==> config.mk <==
export PLATFORM = sky130hd
export DESIGN_NAME = mbox_top
export DESIGN_NICKNAME = d
export VERILOG_FILES = /design/src/rtl/mbox_pkg.sv /design/src/rtl/mbox_ring.sv /design/src/rtl/mbox_data.sv /design/src/rtl/mbox_ctrl.sv /design/src/rtl/mbox_top.sv
export SDC_FILE = /design/constraint.sdc
export NUM_CORES = 1
export LEC_CHECK = 0
export ABC_AREA = 1
export BUFFER_PORTS_ARGS = -buffer_cell sky130_fd_sc_hd__buf_2
export CAP_MARGIN = 0
export CORE_MARGIN = 4
export CORE_UTILIZATION = 50
export CTS_CLUSTER_DIAMETER = 120
export DETAILED_ROUTE_END_ITERATION = 7
export HOLD_SLACK_MARGIN = 0.02
export PLACE_DENSITY_LB_ADDON = 0.15
export SLEW_MARGIN = 15
export SYNTH_ARGS = -nofsm -noshare
export SYNTH_HDL_FRONTEND = slang
export SYNTH_SLANG_ARGS = --single-unit
==> constraint.sdc <==
create_clock -name clk -period 7.2 [get_ports clk]
set_input_delay 0.72 -clock clk [delete_from_list [all_inputs] [get_ports clk]]
set_output_delay 0.72 -clock clk [all_outputs]
set_load 0.01 [all_outputs]
==> src/rtl/mbox_pkg.sv <==
package mbox_pkg;

  localparam int PTR_W  = 8;
  localparam int WORD_W = 32;

  // control/status bit positions shared by both sides
  localparam int BIT_IE  = 0;
  localparam int BIT_IS  = 1;
  localparam int BIT_IG  = 2;
  localparam int BIT_RDY = 3;
  localparam int BIT_RST = 4;
  localparam int BIT_ERR = 5;
  localparam int RP_LSB  = 8;
  localparam int WP_LSB  = 16;
  localparam int DEP_LSB = 24;

  typedef enum logic [1:0] {
    SEL_TXWIN = 2'd0,
    SEL_HOSTREG = 2'd1,
    SEL_RXWIN = 2'd2,
    SEL_ENGREG = 2'd3
  } regSel_e;

  // strobes from control to datapath
  typedef struct packed {
    logic pushOut;
    logic popOut;
    logic pushIn;
    logic popIn;
    logic flush;
  } strobe_t;

  typedef struct packed {
    logic err;
    logic rst;
    logic ready;
    logic irqSt;
    logic irqEn;
  } flags_t;

  function automatic logic [WORD_W-1:0] packStatus(
    input flags_t f,
    input logic [PTR_W-1:0] rdPtr,
    input logic [PTR_W-1:0] wrPtr,
    input logic [PTR_W-1:0] depth
  );
    logic [WORD_W-1:0] w;
    w = '0;
    w[BIT_IE]  = f.irqEn;
    w[BIT_IS]  = f.irqSt;
    w[BIT_RDY] = f.ready;
    w[BIT_RST] = f.rst;
    w[BIT_ERR] = f.err;
    w[RP_LSB +: PTR_W]  = rdPtr;
    w[WP_LSB +: PTR_W]  = wrPtr;
    w[DEP_LSB +: PTR_W] = depth;
    return w;
  endfunction

endpackage

==> src/rtl/mbox_ring.sv <==
module mbox_ring #(
  parameter int DEPTH = 16,
  parameter int WIDTH = 32,
  parameter int PTR_W = 8
) (
  input  logic             clk,
  input  logic             rstN,
  input  logic             push,
  input  logic             pop,
  input  logic             flush,
  input  logic [WIDTH-1:0] wrData,
  output logic [WIDTH-1:0] headData,
  output logic [PTR_W-1:0] wrPtr,
  output logic [PTR_W-1:0] rdPtr
);
  // DEPTH must be a power of two no larger than 2**(PTR_W-1)
  localparam int IDX_W = (DEPTH > 1) ? $clog2(DEPTH) : 1;

  logic [WIDTH-1:0] slotMem [DEPTH];

  always_ff @(posedge clk or negedge rstN) begin
    if (!rstN) begin
      wrPtr <= '0;
      rdPtr <= '0;
    end else if (flush) begin
      wrPtr <= '0;
      rdPtr <= '0;
    end else begin
      if (push) wrPtr <= wrPtr + 1'b1;
      if (pop)  rdPtr <= rdPtr + 1'b1;
    end
  end

  always_ff @(posedge clk) begin
    if (push && !flush) slotMem[wrPtr[IDX_W-1:0]] <= wrData;
  end

  assign headData = slotMem[rdPtr[IDX_W-1:0]];

endmodule

==> src/rtl/mbox_data.sv <==
module mbox_data
  import mbox_pkg::*;
#(
  parameter int DEPTH = 16
) (
  input  logic              clk,
  input  logic              rstN,
  input  strobe_t           strobe,
  input  logic [WORD_W-1:0] hostWrData,
  input  logic [WORD_W-1:0] engPushData,
  output logic [WORD_W-1:0] outHead,
  output logic [WORD_W-1:0] inHead,
  output logic [PTR_W-1:0]  outWr,
  output logic [PTR_W-1:0]  outRd,
  output logic [PTR_W-1:0]  inWr,
  output logic [PTR_W-1:0]  inRd
);
  localparam int N_RING = 2;  // index 0 outbound, 1 inbound

  logic [N_RING-1:0]  pushVec;
  logic [N_RING-1:0]  popVec;
  logic [WORD_W-1:0]  dataVec [N_RING];
  logic [WORD_W-1:0]  headVec [N_RING];
  logic [PTR_W-1:0]   wrVec   [N_RING];
  logic [PTR_W-1:0]   rdVec   [N_RING];

  assign pushVec    = {strobe.pushIn, strobe.pushOut};
  assign popVec     = {strobe.popIn,  strobe.popOut};
  assign dataVec[0] = hostWrData;
  assign dataVec[1] = engPushData;

  for (genvar g = 0; g < N_RING; g++) begin : gRing
    mbox_ring #(
      .DEPTH(DEPTH),
      .WIDTH(WORD_W),
      .PTR_W(PTR_W)
    ) uRing (
      .clk     (clk),
      .rstN    (rstN),
      .push    (pushVec[g]),
      .pop     (popVec[g]),
      .flush   (strobe.flush),
      .wrData  (dataVec[g]),
      .headData(headVec[g]),
      .wrPtr   (wrVec[g]),
      .rdPtr   (rdVec[g])
    );
  end

  assign outHead = headVec[0];
  assign inHead  = headVec[1];
  assign outWr   = wrVec[0];
  assign outRd   = rdVec[0];
  assign inWr    = wrVec[1];
  assign inRd    = rdVec[1];

endmodule

==> src/rtl/mbox_ctrl.sv <==
module mbox_ctrl
  import mbox_pkg::*;
#(
  parameter int DEPTH = 16
) (
  input  logic              clk,
  input  logic              rstN,
  input  logic              hostWrEn,
  input  logic              hostRdEn,
  input  logic [3:2]        hostAddr,
  input  logic [WORD_W-1:0] hostWrData,
  input  logic              engPush,
  input  logic              engPop,
  input  logic              engCsrWr,
  input  logic [5:0]        engCsrWrData,
  input  logic [WORD_W-1:0] outHead,
  input  logic [WORD_W-1:0] inHead,
  input  logic [PTR_W-1:0]  outWr,
  input  logic [PTR_W-1:0]  outRd,
  input  logic [PTR_W-1:0]  inWr,
  input  logic [PTR_W-1:0]  inRd,
  output strobe_t           strobe,
  output logic [WORD_W-1:0] hostRdData,
  output logic [WORD_W-1:0] engPopData,
  output logic [WORD_W-1:0] hostStatus,
  output logic [WORD_W-1:0] engStatus,
  output logic              hostIrq,
  output logic              engIrq,
  output logic              hostDoorbell,
  output logic              engDoorbell
);
  localparam logic [PTR_W-1:0] DEPTH_V = PTR_W'(DEPTH);

  regSel_e sel;
  logic hostCsrWr, hostTxWr, hostRxRd;
  logic flushNow;
  logic [PTR_W-1:0] outFill, inFill;
  logic outFull, outEmpty, inFull, inEmpty;
  logic hostDrop, engDrop;
  flags_t hostFlags, engFlags;

  // host access decode
  assign sel       = regSel_e'(hostAddr);
  assign hostCsrWr = hostWrEn && (sel == SEL_HOSTREG);
  assign hostTxWr  = hostWrEn && (sel == SEL_TXWIN);
  assign hostRxRd  = hostRdEn && (sel == SEL_RXWIN);

  // reset bit being written or held empties both buffers
  assign flushNow = hostFlags.rst | (hostCsrWr & hostWrData[BIT_RST]);

  // occupancy as 8-bit pointer differences
  assign outFill  = outWr - outRd;
  assign inFill   = inWr - inRd;
  assign outFull  = (outFill == DEPTH_V);
  assign outEmpty = (outFill == '0);
  assign inFull   = (inFill == DEPTH_V);
  assign inEmpty  = (inFill == '0);

  always_comb begin
    strobe         = '0;
    strobe.flush   = flushNow;
    strobe.pushOut = hostTxWr & ~flushNow & ~outFull;
    strobe.popIn   = hostRxRd & ~flushNow & ~inEmpty;
    strobe.pushIn  = engPush  & ~flushNow & ~inFull;
    strobe.popOut  = engPop   & ~flushNow & ~outEmpty;
  end

  assign hostDrop = ~flushNow & ((hostTxWr & outFull) | (hostRxRd & inEmpty));
  assign engDrop  = ~flushNow & ((engPush & inFull) | (engPop & outEmpty));

  // host-side flags
  always_ff @(posedge clk or negedge rstN) begin
    if (!rstN) begin
      hostFlags <= '0;
    end else begin
      if (hostCsrWr) begin
        hostFlags.irqEn <= hostWrData[BIT_IE];
        hostFlags.rst   <= hostWrData[BIT_RST];
        hostFlags.ready <= hostWrData[BIT_RDY] & ~hostWrData[BIT_RST];
      end
      if (engCsrWr && engCsrWrData[BIT_IG]) begin
        hostFlags.irqSt <= 1'b1;
      end else if (hostCsrWr && hostWrData[BIT_IS]) begin
        hostFlags.irqSt <= 1'b0;
      end
      if (hostDrop) begin
        hostFlags.err <= 1'b1;
      end else if (hostCsrWr && hostWrData[BIT_ERR]) begin
        hostFlags.err <= 1'b0;
      end
    end
  end

  // engine-side flags
  always_ff @(posedge clk or negedge rstN) begin
    if (!rstN) begin
      engFlags <= '0;
    end else begin
      if (engCsrWr) begin
        engFlags.irqEn <= engCsrWrData[BIT_IE];
        engFlags.rst   <= engCsrWrData[BIT_RST];
      end
      if (hostCsrWr && hostWrData[BIT_RST]) begin
        engFlags.ready <= 1'b0;
      end else if (engCsrWr) begin
        engFlags.ready <= engCsrWrData[BIT_RDY];
      end
      if (hostCsrWr && hostWrData[BIT_IG]) begin
        engFlags.irqSt <= 1'b1;
      end else if (engCsrWr && engCsrWrData[BIT_IS]) begin
        engFlags.irqSt <= 1'b0;
      end
      if (engDrop) begin
        engFlags.err <= 1'b1;
      end else if (engCsrWr && engCsrWrData[BIT_ERR]) begin
        engFlags.err <= 1'b0;
      end
    end
  end

  // doorbell pulses, one cycle after the generating write
  always_ff @(posedge clk or negedge rstN) begin
    if (!rstN) begin
      engDoorbell  <= 1'b0;
      hostDoorbell <= 1'b0;
    end else begin
      engDoorbell  <= hostCsrWr & hostWrData[BIT_IG];
      hostDoorbell <= engCsrWr & engCsrWrData[BIT_IG];
    end
  end

  assign hostStatus = packStatus(hostFlags, outRd, outWr, DEPTH_V);
  assign engStatus  = packStatus(engFlags, inRd, inWr, DEPTH_V);

  always_comb begin
    unique case (sel)
      SEL_TXWIN:   hostRdData = '0;
      SEL_HOSTREG: hostRdData = hostStatus;
      SEL_RXWIN:   hostRdData = inEmpty ? '0 : inHead;
      SEL_ENGREG:  hostRdData = engStatus;
      default:     hostRdData = '0;
    endcase
  end

  assign engPopData = outEmpty ? '0 : outHead;
  assign hostIrq    = hostFlags.irqSt & hostFlags.irqEn;
  assign engIrq     = engFlags.irqSt & engFlags.irqEn;

endmodule

==> src/rtl/mbox_top.sv <==
module mbox_top
  import mbox_pkg::*;
#(
  parameter int DEPTH = 16
) (
  input  logic        clk,
  input  logic        rstN,
  input  logic        hostWrEn,
  input  logic        hostRdEn,
  input  logic [3:2]  hostAddr,
  input  logic [31:0] hostWrData,
  output logic [31:0] hostRdData,
  input  logic        engPush,
  input  logic [31:0] engPushData,
  input  logic        engPop,
  output logic [31:0] engPopData,
  input  logic        engCsrWr,
  input  logic [5:0]  engCsrWrData,
  output logic [31:0] engStatus,
  output logic        hostIrq,
  output logic        engIrq,
  output logic        hostDoorbell,
  output logic        engDoorbell
);
  strobe_t strobe;
  logic [WORD_W-1:0] outHead, inHead, hostStatus;
  logic [PTR_W-1:0]  outWr, outRd, inWr, inRd;

  mbox_ctrl #(.DEPTH(DEPTH)) uCtrl (
    .clk         (clk),
    .rstN        (rstN),
    .hostWrEn    (hostWrEn),
    .hostRdEn    (hostRdEn),
    .hostAddr    (hostAddr),
    .hostWrData  (hostWrData),
    .engPush     (engPush),
    .engPop      (engPop),
    .engCsrWr    (engCsrWr),
    .engCsrWrData(engCsrWrData),
    .outHead     (outHead),
    .inHead      (inHead),
    .outWr       (outWr),
    .outRd       (outRd),
    .inWr        (inWr),
    .inRd        (inRd),
    .strobe      (strobe),
    .hostRdData  (hostRdData),
    .engPopData  (engPopData),
    .hostStatus  (hostStatus),
    .engStatus   (engStatus),
    .hostIrq     (hostIrq),
    .engIrq      (engIrq),
    .hostDoorbell(hostDoorbell),
    .engDoorbell (engDoorbell)
  );

  mbox_data #(.DEPTH(DEPTH)) uData (
    .clk        (clk),
    .rstN       (rstN),
    .strobe     (strobe),
    .hostWrData (hostWrData),
    .engPushData(engPushData),
    .outHead    (outHead),
    .inHead     (inHead),
    .outWr      (outWr),
    .outRd      (outRd),
    .inWr       (inWr),
    .inRd       (inRd)
  );

endmodule

==> flow_metrics.env <==
export IMPL_status="complete, no violations"
export IMPL_finalSetupViolCount=0
export IMPL_worst_pin_slew_ns=1.222
export IMPL_period_share_pct=74.88
export IMPL_worstSkewPairLatency_ns=0.68
export IMPL_io_buffers=167
export IMPL_fmax_mhz=185.5
export IMPL_drt_iter0_markers=3347
export IMPL_cts_buffer_depth=3
export IMPL_worstPathArrival_ns=4.67
export IMPL_grt_pass1_vias=27120
export IMPL_first_pass_iters=6
export IMPL_ant_nets=0
export IMPL_synth_ff_type="edfxtp_1"
export IMPL_grt_pass1_wl_um=177600
export IMPL_avgSynthCellArea_um2=12.03
export IMPL_via_per_inst=5.799
export IMPL_maxCapViolCount=0
export IMPL_nNetsFinal=3915
export IMPL_worst_path_max_fanout=70
export IMPL_rows=109
export IMPL_cts_setup_buffers=0
export IMPL_place_gp_congestion=0.8368
export IMPL_power_leakage_nw=18.36
export IMPL_grt_max_degree=205
export IMPL_yosysSeqAreaShare_pct=71.62
export IMPL_yosys_top_cells_area="edfxtp_1 69%, nand2_1 9.0%, nand3_1 3.7%"
export IMPL_postLayoutCellArea_um2=49650
export IMPL_numCtsBuffers=108
export IMPL_final_util_pct=56.18
export IMPL_hold_viol_final=0
export IMPL_pre_cts_ws_ns=2.564
export IMPL_worst_slack_ns=1.808
export IMPL_cts_sinks=1068
export IMPL_pwr_density_cell_nw_per_um2=323.2
export IMPL_ys_seq_elements=1068
export IMPL_yosys_area_top_type_share_pct=69.15
export IMPL_yosysTopAreaCell="edfxtp_1"
export IMPL_final_max_slew_viol_count=0
export IMPL_cts_root_buffer="clkbuf_16"
export IMPL_synth_edf_count=1024
export IMPL_period_needed_ns=5.392
export IMPL_yosys_warnings=0
export IMPL_place_hpwl_um=62470
export IMPL_drc=0
export IMPL_cts_resized=0
export IMPL_core_um2=88370
export IMPL_power_mw=16.05
export IMPL_start_util_pct=50.32
export IMPL_die_y_um=306.2
export IMPL_synth_area_um2=44470
export IMPL_place_area_um2=46370
export IMPL_syn_instance_count=3696
export IMPL_fin_skew_ns=0.02131
export IMPL_path_class="flop to primary output"
export IMPL_async_reset_ff_share_pct=4.120
export IMPL_grtUsageTotal_pct=24.98
export IMPL_hp_class="input port to asynchronous set/reset pin"
export IMPL_rsz0062_at_grt="false"
export IMPL_dp_cells=4867
export IMPL_relSlewSlack_pct=18.09
export IMPL_clk_pin_slew_ns=0.06
export IMPL_cts_tree="yes"
export IMPL_crit_required_ns=6.48
export IMPL_die_area_um2=93770
export IMPL_ctsHoldBuffers=0
export IMPL_grt_overflow=0
export IMPL_areaGrowthSynthToFinish_pct=11.65
export IMPL_hold_ws_ns=0.1480
export IMPL_drt_wl_total_um=119200
export IMPL_finalNonFillerCells=5068
export IMPL_fin_setup_tns_ns=0
export IMPL_ir_worst_vdd_uv=272.6
export IMPL_start_kind="flop"
export IMPL_wl_per_cell_um=23.52
export IMPL_fillCellCount=7460
export IMPL_antenna_found_initial=7
export IMPL_dieWidth_um=306.2
export IMPL_cp_end_kind="primary output"
export IMPL_vias=29390
export IMPL_io_pins=179
export IMPL_yosysUniqueCellTypes=43
export IMPL_drive_gt1_share_pct=11.87
export IMPL_h_tree_depth=3
-- metal layers --
metal	wire length (um)	vias to the layer above	track usage, %
li1	-	13440	-
met1	53110	14510	38.68
met2	53910	1246	38.03
met3	9664	186	3.143
met4	2475	2	6.050
met5	20	-	0
-- sequential cells by signal, indices dropped and copies added, names as in the netlist --
name	count
uCtrl.engDoorbell	1
uCtrl.engStatus	5
uCtrl.hostDoorbell	1
uCtrl.hostStatus	5
uData.gRing.uRing.rdPtr	16
uData.gRing.uRing.slotMem	1024
uData.gRing.uRing.wrPtr	16
-- cell type report --
type                            instances  area, um2  area share [%]
Tap cell                             1165       1458           2.936
Antenna cell                            2      5.005         0.01008
Multi-Input combinational cell       2290      11260           22.69
Sequential cell                      1068      31870           64.19
Inverter                              112      442.9          0.8921
Clock buffer                          136       2882           5.804
Clock inverter                         63      394.1          0.7938
Timing Repair Buffer                  232       1336           2.691
-- logic make-up (layout without fill, tap and decap cells) --
| logic type | after synthesis | after routing | share of synthesized area, % |
|---|---|---|---|
| simple gates | 1674 | 1674 | 15.89 |
| flops | 1068 | 1068 | 71.62 |
| compound gates | 555 | 555 | 7.740 |
| buf+inv | 347 | 543 | 3.534 |
| fa+ha+maj | 24 | 24 | 0.6753 |
| xor+xnor | 24 | 24 | 0.4727 |
| other cells | 2 | 13 | 0.01689 |
| mux | 2 | 2 | 0.05064 |
-- layout by cell type, fill, tap and decap left out, types with 34 or more instances in the layout --
| master | synthesis | layout |
|---|---|---|
| buf_2 | 97 | 167 |
| o21ai_0 | 59 | 59 |
| clkbuf_16 | 0 | 111 |
| a32o_1 | 42 | 42 |
| inv_1 | 99 | 99 |
| edfxtp_1 | 1024 | 1024 |
| a21oi_1 | 274 | 274 |
| dfrtp_1 | 44 | 38 |
| nand2_1 | 1065 | 1064 |
| o211ai_1 | 40 | 40 |
| nand4_1 | 34 | 34 |
| buf_4 | 29 | 64 |
| a22oi_1 | 76 | 76 |
| nand3_1 | 330 | 330 |
| nor2_1 | 155 | 151 |
-- synthesized netlist by cell type, types with 4 or more instances --
cell	instances
nand2_1	1065
clkinv_1	5
inv_1	99
buf_1	19
a22oi_1	76
o21ai_0	59
or2_0	10
nand4_1	34
a32o_1	42
or2_1	5
a32oi_1	24
dfrtp_1	44
o211ai_1	40
nand3b_1	5
edfxtp_1	1024
nand3_2	4
nor3_1	39
ha_1	24
nand2_4	5
o21bai_1	14
a21oi_1	274
nand2_2	9
o22ai_1	19
clkbuf_1	86
buf_2	97
inv_2	8
nand3_1	330
xor2_1	22
nor2_1	155
nor2_2	6
buf_4	29
-- final timing paths --
check / from / end / slack (ns) / cells past startpoint
setup / recovery: uData.gRing[1].uRing.rdPtr[1] / hostRdData[28] / 1.81 / 9
hold / removal: rstN / uData.gRing[0].uRing.wrPtr[5] / 0.15 / 2
setup reg to reg: uData.gRing[0].uRing.rdPtr[1] / uData.gRing[0].uRing.slotMem[8][29] / 2.69 / 14
hold reg to reg: uData.gRing[0].uRing.rdPtr[6] / uData.gRing[0].uRing.rdPtr[6] / 0.50 / 2
max in group asynchronous: rstN / uData.gRing[1].uRing.rdPtr[1] / 6.57 / 2
min in group clk: engCsrWrData[0] / uCtrl.engStatus[0] / 0.27 / 2
-- critical path, stage by stage (launching register included) --
cell	delay [ns]
dfrtp_4	0.72
inv_4	0.45
buf_4	0.66
buf_4	0.75
o21ai_0	0.20
nand2_1	0.32
a21oi_1	0.30
nand4_1	0.17
nand2_1	0.13
buf_2	0.18
-- where the power goes --
part | switching (mW) | total [mW] | internal, mW
clock | 2.31 | 5.23 | 2.93
sequential | 0.136 | 7.10 | 6.96
combinational | 2.58 | 3.72 | 1.13
No activity file was read; power rests on OpenSTA's default activity.
